==> src/rtl/uart_tx_pkg.sv <==
// Shared types for the UART transmit framer.
// Assumes: at most 8 data bits per character.
package uart_tx_pkg;

    // Phases of one serial frame.
    typedef enum logic [2:0] {
        PH_IDLE   = 3'd0,
        PH_START  = 3'd1,
        PH_DATA   = 3'd2,
        PH_PARITY = 3'd3,
        PH_STOP   = 3'd4
    } tx_phase_t;

    // Length of the stop interval.
    typedef enum logic [1:0] {
        STOP_ONE  = 2'd0,
        STOP_HALF = 2'd1,  // one and a half bits
        STOP_TWO  = 2'd2
    } stop_len_t;

    // Frame format decoded from a line-control word and its byte.
    typedef struct packed {
        logic [3:0] nbits;     // data bits, 5..8
        logic       par_en;    // a parity bit is sent
        logic       par_bit;   // level of that parity bit
        stop_len_t  stop_len;
    } frame_cfg_t;

endpackage

==> src/rtl/uart_tx_cfg_decode.sv <==
// Decodes a line-control word and its byte into a frame format.
// Fields used: [1:0] length, [2] stop select, [3] parity enable, [4] even.
// Assumes: purely combinational; the caller registers the result.
module uart_tx_cfg_decode
    import uart_tx_pkg::*;
#(
    parameter int DATA_W = 8
) (
    input  logic [7:0]        line_ctl,
    input  logic [DATA_W-1:0] data,
    output frame_cfg_t        cfg
);

    localparam int MIN_BITS = 5;

    logic [DATA_W-1:0] mask;
    logic              ones_odd;

    // Build the mask of active data bits from the length field.
    always_comb begin
        for (int i = 0; i < DATA_W; i++) begin
            mask[i] = (i < MIN_BITS + int'(line_ctl[1:0]));
        end
    end

    // Parity is taken over the active data bits only.
    assign ones_odd = ^(data & mask);

    // Assemble the decoded format.
    always_comb begin
        cfg.nbits   = 4'(MIN_BITS) + {2'b00, line_ctl[1:0]};
        cfg.par_en  = line_ctl[3];
        cfg.par_bit = line_ctl[4] ? ones_odd : ~ones_odd;
        if (!line_ctl[2]) begin
            cfg.stop_len = STOP_ONE;
        end else if (line_ctl[1:0] == 2'b00) begin
            cfg.stop_len = STOP_HALF;
        end else begin
            cfg.stop_len = STOP_TWO;
        end
    end

endmodule

==> src/rtl/uart_tx_bit_timer.sv <==
// Counts baud ticks inside one bit and flags the tick that ends it.
// Assumes: limit >= 1 and stable while a bit is timed; clear has priority.
module uart_tx_bit_timer #(
    parameter int CNT_W = 6
) (
    input  logic             clk,
    input  logic             rst_n,
    input  logic             clear,
    input  logic             enable,
    input  logic             tick,
    input  logic [CNT_W-1:0] limit,
    output logic             bit_end
);

    logic [CNT_W-1:0] cnt_q;

    assign bit_end = enable && tick && (cnt_q == limit - CNT_W'(1));

    // Tick counter, restarted at each bit end or on clear.
    always_ff @(posedge clk) begin
        if (!rst_n || clear) begin
            cnt_q <= '0;
        end else if (bit_end) begin
            cnt_q <= '0;
        end else if (enable && tick) begin
            cnt_q <= cnt_q + CNT_W'(1);
        end
    end

endmodule

==> src/rtl/uart_tx_framer.sv <==
// Serial transmit framer: start bit, LSB-first data, optional parity,
// stop interval with half-bit resolution.
// Assumes: tick16 is a one-cycle pulse at TICKS_PER_BIT times the baud
// rate; TICKS_PER_BIT is even so that half a bit is a whole tick count.
module uart_tx_framer
    import uart_tx_pkg::*;
#(
    parameter int DATA_W        = 8,
    parameter int TICKS_PER_BIT = 16
) (
    input  logic              clk,
    input  logic              rst_n,
    input  logic              tick16,
    input  logic              in_valid,
    output logic              in_ready,
    input  logic [DATA_W-1:0] in_data,
    input  logic [7:0]        line_ctl,
    output logic              txd,
    output logic              busy
);

    localparam int MAX_TICKS = 2 * TICKS_PER_BIT;
    localparam int CNT_W     = $clog2(MAX_TICKS + 1);
    localparam logic [CNT_W-1:0] T_ONE  = CNT_W'(TICKS_PER_BIT);
    localparam logic [CNT_W-1:0] T_HALF = CNT_W'(TICKS_PER_BIT + TICKS_PER_BIT / 2);
    localparam logic [CNT_W-1:0] T_TWO  = CNT_W'(MAX_TICKS);

    tx_phase_t         phase_q;
    frame_cfg_t        cfg_q;
    frame_cfg_t        cfg_next;
    logic [DATA_W-1:0] shift_q;
    logic [3:0]        left_q;
    logic [CNT_W-1:0]  limit;
    logic              accept;
    logic              bit_end;

    assign accept   = in_valid && in_ready;
    assign in_ready = (phase_q == PH_IDLE);
    assign busy     = (phase_q != PH_IDLE);

    uart_tx_cfg_decode #(.DATA_W(DATA_W)) i_decode (
        .line_ctl (line_ctl),
        .data     (in_data),
        .cfg      (cfg_next)
    );

    // Length of the current bit in ticks.
    always_comb begin
        limit = T_ONE;
        if (phase_q == PH_STOP) begin
            case (cfg_q.stop_len)
                STOP_HALF: limit = T_HALF;
                STOP_TWO:  limit = T_TWO;
                default:   limit = T_ONE;
            endcase
        end
    end

    uart_tx_bit_timer #(.CNT_W(CNT_W)) i_timer (
        .clk     (clk),
        .rst_n   (rst_n),
        .clear   (accept),
        .enable  (busy),
        .tick    (tick16),
        .limit   (limit),
        .bit_end (bit_end)
    );

    // Frame sequencer: captures the format and steps through the phases.
    always_ff @(posedge clk) begin
        if (!rst_n) begin
            phase_q <= PH_IDLE;
            cfg_q   <= '0;
            shift_q <= '0;
            left_q  <= '0;
        end else if (accept) begin
            phase_q <= PH_START;
            cfg_q   <= cfg_next;
            shift_q <= in_data;
        end else if (bit_end) begin
            case (phase_q)
                PH_START: begin
                    phase_q <= PH_DATA;
                    left_q  <= cfg_q.nbits - 4'd1;
                end
                PH_DATA: begin
                    shift_q <= shift_q >> 1;
                    if (left_q == 4'd0) begin
                        phase_q <= cfg_q.par_en ? PH_PARITY : PH_STOP;
                    end else begin
                        left_q <= left_q - 4'd1;
                    end
                end
                PH_PARITY: phase_q <= PH_STOP;
                default:   phase_q <= PH_IDLE;
            endcase
        end
    end

    // Line level for the current phase.
    always_comb begin
        case (phase_q)
            PH_START:  txd = 1'b0;
            PH_DATA:   txd = shift_q[0];
            PH_PARITY: txd = cfg_q.par_bit;
            default:   txd = 1'b1;
        endcase
    end

endmodule

==> config.mk <==
export PLATFORM = sky130hd
export DESIGN_NAME = uart_tx_framer
export DESIGN_NICKNAME = d
export VERILOG_FILES = /design/src/rtl/uart_tx_pkg.sv /design/src/rtl/uart_tx_cfg_decode.sv /design/src/rtl/uart_tx_bit_timer.sv /design/src/rtl/uart_tx_framer.sv
export SDC_FILE = /design/constraint.sdc
export NUM_CORES = 1
export LEC_CHECK = 0
export BUFFER_PORTS_ARGS = -buffer_cell sky130_fd_sc_hd__buf_2
export CORE_AREA = 2 2 72 74
export DETAILED_ROUTE_END_ITERATION = 16
export DIE_AREA = 0 0 74 76
export PLACE_DENSITY = 0.52
export SYNTH_ARGS = -nofsm -noshare
export SYNTH_HDL_FRONTEND = slang
export SYNTH_SLANG_ARGS = --single-unit
==> constraint.sdc <==
create_clock -name clk -period 3.1 [get_ports clk]
set_input_delay 0.465 -clock clk [delete_from_list [all_inputs] [get_ports clk]]
set_output_delay 0.465 -clock clk [all_outputs]
set_load 0.05 [all_outputs]
==> results_dict.tcl, run 1 <==
set metrics [dict create \
    grt_overflow 0 \
    dpl_cell_area_um2 1804 \
    synth_edf_count 0 \
    syn_nets 228 \
    critPathCaptureType "flop" \
    fill_cells 523 \
    diodes 0 \
    hold_path_depth 2 \
    fin_nets 246 \
    async_flop_share_pct 0 \
    clock_skew_ns 0.006059 \
    synth.avg_cell_area_um2 8.151 \
    syn_to_final_growth_pct 15.73 \
    status "finished, final reports clean" \
    fin_tns_setup_ns 0 \
    path_cells "or3b_4 -> nor3b_1 -> ha_1 -> xor2_1 -> nor4_4 -> o221ai_2 -> or4b_1 -> a21oi_1" \
    relSlewSlack_pct 52.82 \
    cap_violations 0 \
    crit_arrival_ns 3.01 \
    cts.sinks 29 \
    drc 0 \
    syn_inst 202 \
    seq_area_um2 580.6 \
    hp-start "line_ctl[0]" \
    setup_violations 0 \
    root_buffer "clkbuf_8" \
    worstReg2RegStart "phase_q[1]" \
    rsz0062_at_grt "false" \
    dp_hpwl_um 2533 \
    die_w_um 74 \
    clk_pin_slew_worst_paths_ns 0.06 \
    io_buffers 19 \
    drt_iter0_drc 50 \
    antenna_left 0 \
    antenna_found_initial 0 \
    final_util_pct 38.79 \
    wl_um 3445 \
    grt_max_degree 25 \
    grt_pass1_vias 1316 \
    finalMaxSlewViolations 0 \
    die_y_um 76 \
    p_leak_uw 0.0007286 \
    viasPerCell 4.852 \
    coreArea_um2 4912 \
    vias 1412 \
    cts_max_level 2 \
    crit_buf_inv 0 \
    yosysTopAreaCellShare_pct 35.26 \
    min_period_over_period_pct 90.37 \
    fin_cells 291 \
    cts-root-to-sink-buffers 2 \
    grt.total_usage_pct 13.64 \
    min_to "cfg_q[4]" \
    postCtsSetupBuffers 0 \
    power_uw 866.2 \
    cpLargestDelayFamily "simple AND/OR/NAND/NOR gates" \
    final_common_cell "nand2_1" \
    wire_per_inst_um 11.84 \
    crit_fanout 10 \
    yosysWarnings 0 \
    hold_viol 0 \
    cts_tree "yes" \
    ir_drop_uv 183.1 \
    rr_endpoint "phase_q[2]" \
    cts_resized 0 \
    clk_latency_ns 0.28 \
    required_ns 3.31 \
    die_area_um2 5624 \
    synth_area_leaders "dfxtp_1 (35%), nand2_1 (7.8%), a21oi_1 (5.8%), xor2_1 (4.8%), ha_1 (4.6%)" \
    start_kind "flop" \
    place.gp.congestion 0.6850 \
    drt_pass1_iterations 4 \
    r2r_cells 8 \
    power_density_nw_per_um2 454.6 \
    num_rows 26 \
    drive_above_1_share_pct 18.55 \
    seq_area_frac_synth_pct 35.26 \
    synth_area_um2 1647 \
    yosys_register_bits 29 \
    dp_cells 283 \
    hp-class "in -> reg" \
    io_pins 23 \
    yosys.area.top_type "dfxtp_1" \
    crit_slowest_cell "or4b_1" \
    tightestPinTransition_ns 0.7076 \
    ys_types 40 \
    ys.flop_type "dfxtp_1" \
    multi_input_area_um2 996.0 \
    fin_crit_ns 2.801 \
    cts_buffers 5 \
    cts_hold_buf 0 \
    worstSetupPathType "reg -> reg" \
    r2r_setup_slack_ns 0.30 \
    final_cell_mix "nand2_1 (34), dfxtp_1 (29), a21oi_1 (19), buf_2 (19), nor2_1 (18)" \
    final_area_um2 1906 \
    fmax_mhz 357.0 \
    start_util_pct 33.52 \
    grt_pass1_wl_um 6023 \
    cpPeakStageDelay_ns 0.54 \
]
[synthesized netlist by cell type, drive strengths merged (5+ instances only)]
| library cell | number |
|---|---|
| a22o | 7 |
| ha | 6 |
| clkbuf | 6 |
| buf | 6 |
| xnor2 | 7 |
| a21oi | 19 |
| o21ai | 5 |
| dfxtp | 29 |
| nand2 | 34 |
| nor2 | 18 |
| nand3 | 14 |
| xor2 | 9 |
[kinds of logic after synthesis]
| kind of cell | count (synthesis) | share of synthesized area (%) |
|---|---|---|
| xor+xnor | 16 | 8.511 |
| compound gates | 46 | 18.54 |
| flops | 29 | 35.26 |
| fa+ha+maj | 6 | 4.559 |
| simple gates | 85 | 26.14 |
| mux | 4 | 2.432 |
| buf+inv | 16 | 4.559 |
[worst max-delay path by stage]
stage / endpoint / slack, ns / start / cells past startpoint
final: phase_q[2] / 0.30 / phase_q[1] / 8
after global routing: phase_q[2] / 0.13 / phase_q[1] / 8
after CTS: phase_q[2] / 0.29 / phase_q[1] / 8
after detailed placement: phase_q[2] / 0.31 / phase_q[1] / 8
after global placement: phase_q[2] / 0.38 / phase_q[1] / 8
after floorplan: phase_q[2] / 0.51 / phase_q[1] / 9
[through the flow]
stage          hold slack (ns)  setup WS [ns]
2_1_floorplan           0.4350         0.5053
3_3_place_gp            0.4575         0.3770
3_5_place_dp            0.4571         0.3084
4_1_cts                 0.3893         0.2877
5_1_grt                 0.4007         0.1338
6_report                0.3950         0.2986
[power by group]
| group | switching [uW] | leakage [uW] | internal, uW |
|---|---|---|---|
| combinational | 75.9 | 0.000438 | 51.5 |
| clock | 143 | 0.0000542 | 200 |
| sequential | 8.54 | 0.000236 | 387 |
[layer usage]
metal	part of all wire [%]	track usage, %
met5	0	0
met4	1.5	4.909
met3	5.1	4.233
met2	46	21.43
met1	48	17.38
[sequential cells by signal, indices dropped and copies added (netlist names)]
register and flops:
left_q 4, phase_q 3, i_timer.cnt_q 6, cfg_q 8, shift_q 8
[area by class of cell]
class	count	share of cell area, %
clock buffers	7	5.056
clock inverters	1	0.2626
inverters	4	0.7879
multi-input cells	157	52.27
flip-flops and latches	29	30.47
well taps	70	4.596
repair buffers	23	6.566
(Power assumes the default switching activity.)
==> run 2, diff against run 1 <==
--- a/config.mk
+++ b/config.mk
@@ -10,6 +10,7 @@
 export DETAILED_ROUTE_END_ITERATION = 16
 export DIE_AREA = 0 0 74 76
 export PLACE_DENSITY = 0.52
+export SETUP_SLACK_MARGIN = 0.1
 export SYNTH_ARGS = -nofsm -noshare
 export SYNTH_HDL_FRONTEND = slang
 export SYNTH_SLANG_ARGS = --single-unit
==> constraint.sdc (replaced) <==
create_clock -name clk -period 3.1 [get_ports clk]
set_input_delay 0.155 -clock clk [delete_from_list [all_inputs] [get_ports clk]]
set_output_delay 0.155 -clock clk [all_outputs]
set_load 0.05 [all_outputs]
==> results_dict.tcl, run 2 (synthesis gave the netlist of run 1 again) <==
set metrics [dict create \
    status "finished, final reports clean" \
    fill_cells 523 \
    rr_endpoint "phase_q[2]" \
    clk_pin_slew_worst_paths_ns 0.06 \
    root_buffer "clkbuf_8" \
    fin_crit_ns 2.743 \
    drive_above_1_share_pct 18.64 \
    hold_path_depth 2 \
    cts-root-to-sink-buffers 2 \
    fin_nets 246 \
    final_cell_mix "nand2_1 (34), dfxtp_1 (28), a21oi_1 (19), buf_2 (19), nor2_1 (18)" \
    cap_violations 0 \
    coreArea_um2 4912 \
    crit_start "phase_q[2]" \
    setup_violations 0 \
    start_util_pct 33.52 \
    p_seq_share_pct 43.9 \
    combPwrFrac_pct 14.1 \
    swShare_pct 25.50 \
    required_ns 3.30 \
    grt_pass1_wl_um 5706 \
    hp-class "in -> reg" \
    syn_to_final_growth_pct 15.96 \
    cts_buffers 5 \
    drt_iter0_drc 52 \
    min_period_over_period_pct 88.47 \
    diodes 0 \
    p_leak_uw 0.0007289 \
    wl_um 3400 \
    die_area_um2 5624 \
    r2r_setup_slack_ns 0.36 \
    rsz0062_at_grt "false" \
    hold_viol 0 \
    power_uw 901.1 \
    relSlewSlack_pct 53.50 \
    dp_worst_setup_slack_ns 0.3103 \
    grt_overflow 0 \
    critPathCaptureType "flop" \
    io_pins 23 \
    vias 1386 \
    crit_fanout 9 \
    drc 0 \
    intPower_uw 671.3 \
    drt_pass1_iterations 4 \
    cts.sinks 29 \
    cpPeakStageDelay_ns 0.53 \
    fmax_mhz 364.6 \
    worstReg2RegStart "phase_q[2]" \
    setup_ws_ns 0.3574 \
    path_cells "or3b_4 -> nor3b_1 -> ha_1 -> xor2_1 -> nor4_4 -> o221ai_2 -> or4b_1 -> a21oi_1" \
    ir_drop_uv 156.1 \
    grt_pass1_vias 1265 \
    viasPerCell 4.779 \
    worstSetupPathType "reg -> reg" \
    cts_tree "yes" \
    cts_hold_buf 0 \
    r2r_cells 8 \
    fin_tns_setup_ns 0 \
    crit_arrival_ns 2.94 \
    clock_skew_ns 0.006249 \
    io_buffers 19 \
    final_util_pct 38.87 \
    hp-start "line_ctl[0]" \
    reg_top3 "cfg_q (8), shift_q (8), i_timer.cnt_q (6)" \
    clk_latency_ns 0.28 \
    final_common_cell "nand2_1" \
    start_kind "flop" \
    p_switching_uw 229.8 \
    antenna_found_initial 0 \
    finalMaxSlewViolations 0 \
    dp_hpwl_um 2396 \
    power_frac_clock_pct 42.0 \
    die_y_um 76 \
    power_density_nw_per_um2 471.9 \
    min_to "cfg_q[4]" \
    num_rows 26 \
    place.gp.congestion 0.7176 \
    crit_slowest_cell "or4b_1" \
    grt.total_usage_pct 13.23 \
    antenna_left 0 \
    die_w_um 74 \
    tightestPinTransition_ns 0.6976 \
    wire_per_inst_um 11.72 \
    grt_max_degree 26 \
    cts_max_level 2 \
]
[run 2: cell count changes in the layout (fill, tap and decap cells not counted)]
cell	previous run	this run
clkbuf_8	7	5
bufinv_16	0	1
dfxtp_1	29	28
dfxtp_2	0	1
[run 2: worst max-delay path by stage]
| stage | endpoint | slack [ns] | depth (start not counted) |
|---|---|---|---|
| after floorplan | phase_q[2] | 0.51 | 9 |
| after global placement | phase_q[2] | 0.31 | 8 |
| after detailed placement | phase_q[2] | 0.31 | 8 |
| after CTS | phase_q[2] | 0.27 | 8 |
| after global routing | phase_q[2] | 0.18 | 8 |
| final | phase_q[2] | 0.36 | 8 |
[run 2: layer usage]
metal | vias to the layer above | GRT usage (%) | part of all wire [%]
met2 | 28 | 19.73 | 44
met5 | - | 0 | 0
met1 | 616 | 17.09 | 50
met3 | 6 | 3.968 | 4.1
met4 | 0 | 6.545 | 1.4
li1 | 736 | - | -
[run 2: final cells by class]
class	instances	area, um^2	share of cell area, %
sequential	29	581.8	30.47
tap	70	87.58	4.587
inverter	4	15.01	0.7864
clock inverter	2	35.03	1.835
multi-input combinational	157	996.0	52.16
clock buffer	5	68.82	3.604
timing repair buffer	23	125.1	6.553
[run 2: timing repair]
| item | in CTS | in global routing |
|---|---|---|
| buffers inserted | 0 | 0 |
| gates resized for setup | 0 | 1 |
| endpoints found under the setup margin | 0 | 1 |
[run 2: power by group through the flow]
stage	Sequential [uW]	Clock, uW	Combinational [uW]
finish	396	378	127
global route	397	408	143
CTS	395	394	129
detailed placement	404	0	128
global placement	404	0	129
floorplan	401	0	96.5
[run 2: worst max-delay path: cells and delay by family (launching register included)]
| family | cells | cell delay (ns) |
|---|---|---|
| flops | 1 | 0.41 |
| fa+ha+maj | 1 | 0.27 |
| compound gates | 2 | 0.38 |
| simple gates | 4 | 1.43 |
| xor+xnor | 1 | 0.17 |
[run 2: metrics by stage]
stage	std cells	cell area (um^2)	hold slack [ns]
after floorplan	202	1652	0.2506
after global placement	283	1804	0.3726
after detailed placement	283	1804	0.3775
after CTS	290	1908	0.06809
after global routing	290	1909	0.09041
final	290	1909	0.07818
==> run 3, diff against run 2 <==
--- a/config.mk
+++ b/config.mk
@@ -10,6 +10,7 @@
 export DETAILED_ROUTE_END_ITERATION = 16
 export DIE_AREA = 0 0 74 76
 export PLACE_DENSITY = 0.52
+export REMOVE_ABC_BUFFERS = 1
 export SETUP_SLACK_MARGIN = 0.1
 export SYNTH_ARGS = -nofsm -noshare
 export SYNTH_HDL_FRONTEND = slang
==> results_dict.tcl, run 3 (synthesis gave the netlist of run 1 again) <==
set metrics [dict create \
    cap_violations 0 \
    p_switching_uw 236.1 \
    final_cell_mix "nand2_1 (34), dfxtp_1 (29), a21oi_1 (19), buf_2 (19), nor2_1 (18)" \
    tightestPinTransition_ns 0.8147 \
    start_util_pct 33.52 \
    clock_skew_ns 0.003491 \
    dp_hpwl_um 2515 \
    postCtsSetupBuffers 0 \
    ir_drop_uv 250.9 \
    final_common_cell "nand2_1" \
    drive_above_1_share_pct 18.83 \
    swShare_pct 23.74 \
    min_period_over_period_pct 85.34 \
    fill_cells 517 \
    cts.sinks 29 \
    die_area_um2 5624 \
    clk_latency_ns 0.28 \
    power_density_nw_per_um2 510.4 \
    grt.total_usage_pct 13.79 \
    fin_nets 248 \
    syn_to_final_growth_pct 18.31 \
    combPwrFrac_pct 13.0 \
    start_kind "flop" \
    r2r_cells 8 \
    crit_fanout 6 \
    hold_viol 0 \
    diodes 0 \
    wl_met3_um 147 \
    p_leak_uw 0.0007518 \
    fin_cells 293 \
    grt_pass1_wl_um 6099 \
    viasPerCell 4.823 \
    crit_arrival_ns 2.86 \
    hold_path_depth 2 \
    status "finished, final reports clean" \
    die_y_um 76 \
    drt_iter0_drc 53 \
    r2r_setup_slack_ns 0.45 \
    dpl_cell_area_um2 1814 \
    min_to "cfg_q[4]" \
    p_seq_share_pct 39.8 \
    clk_pin_slew_worst_paths_ns 0.07 \
    drc 0 \
    worstReg2RegStart "phase_q[1]" \
    num_rows 26 \
    cts_buffers 5 \
    grt_pass1_vias 1370 \
    io_pins 23 \
    die_w_um 74 \
    power_frac_clock_pct 47.2 \
    grt_max_degree 30 \
    antenna_found_initial 0 \
    rsz0062_at_grt "false" \
    relSlewSlack_pct 45.27 \
    fmax_mhz 378.0 \
    dp_worst_setup_slack_ns 0.4506 \
    hp-class "in -> reg" \
    wl_met2_um 1598 \
    cts_max_level 2 \
    worstSetupPathType "reg -> reg" \
    vias 1413 \
    intPower_uw 758.2 \
    required_ns 3.32 \
    rr_endpoint "phase_q[2]" \
    met1_length_um 1755 \
    root_buffer "clkbuf_8" \
    dp_cells 285 \
    dr.max_layer_used "met4" \
    reg_top3 "cfg_q (8), shift_q (8), i_timer.cnt_q (6)" \
    place.gp.congestion 0.7289 \
    finalMaxSlewViolations 0 \
    critPathCaptureType "flop" \
    setup_violations 0 \
    hp-start "line_ctl[0]" \
    cts_resized 0 \
    setup_ws_ns 0.4544 \
    wire_per_inst_um 12.14 \
    cts-root-to-sink-buffers 2 \
    wl_um 3557 \
    io_buffers 19 \
    antenna_left 0 \
    drt_pass1_iterations 4 \
    cts_tree "yes" \
    cts_hold_buf 0 \
    final_area_um2 1948 \
    fin_crit_ns 2.646 \
    grt_overflow 0 \
    coreArea_um2 4912 \
]
-- run 3: power groups by stage --
stage	logic, uW	registers [uW]	clock network (uW)
3_3_place_gp	129	404	0
3_5_place_dp	130	404	0
4_1_cts	131	396	481
5_1_grt	145	398	500
6_report	129	396	469
2_1_floorplan	89.2	403	0
-- run 3: worst max path at each step --
stage | cells after the start | start | endpoint | slack [ns]
2_1_floorplan | 4 | phase_q[0] | i_timer.cnt_q[0] | -0.23
5_1_grt | 8 | phase_q[2] | phase_q[2] | 0.25
3_5_place_dp | 8 | phase_q[1] | phase_q[2] | 0.45
4_1_cts | 8 | phase_q[1] | phase_q[2] | 0.43
6_report | 8 | phase_q[1] | phase_q[2] | 0.45
3_3_place_gp | 8 | phase_q[1] | phase_q[2] | 0.49
-- run 3: cell type report --
cell class                      count  area, um^2  area share [%]
Timing Repair Buffer               25       140.1           7.193
Clock inverter                      3       65.06           3.340
Sequential cell                    29       580.6           29.80
Multi-Input combinational cell    157       991.0           50.87
Inverter                            4       15.01          0.7707
Clock buffer                        5       68.82           3.532
Tap cell                           70       87.58           4.496
-- run 3: metal layers --
metal | GRT usage (%) | vias up
met5 | 0 | -
met4 | 6.727 | 0
met3 | 3.571 | 5
met2 | 20.98 | 26
met1 | 17.83 | 637
li1 | - | 745
-- run 3: stage by stage --
stage | TNS [ns] | total power (uW) | hold slack (ns) | utilization, %
floorplan | -3.039 | 492.2 | 0.2506 | -
global placement | 0 | 533.1 | 0.3734 | 36.93
detailed placement | 0 | 534.1 | 0.3772 | 36.93
CTS | 0 | 1007 | 0.07149 | 39.66
global route | 0 | 1043 | 0.07771 | 39.66
finish | 0 | 994.2 | 0.08351 | 39.66
-- run 3: critical path, stage by stage, from the launching register on --
cell	delay (ns)
dfxtp_1	0.31
or3b_4	0.43
nor3b_1	0.21
ha_1	0.27
xor2_1	0.18
nor4_4	0.27
o221ai_2	0.23
or4b_1	0.54
a21oi_1	0.15
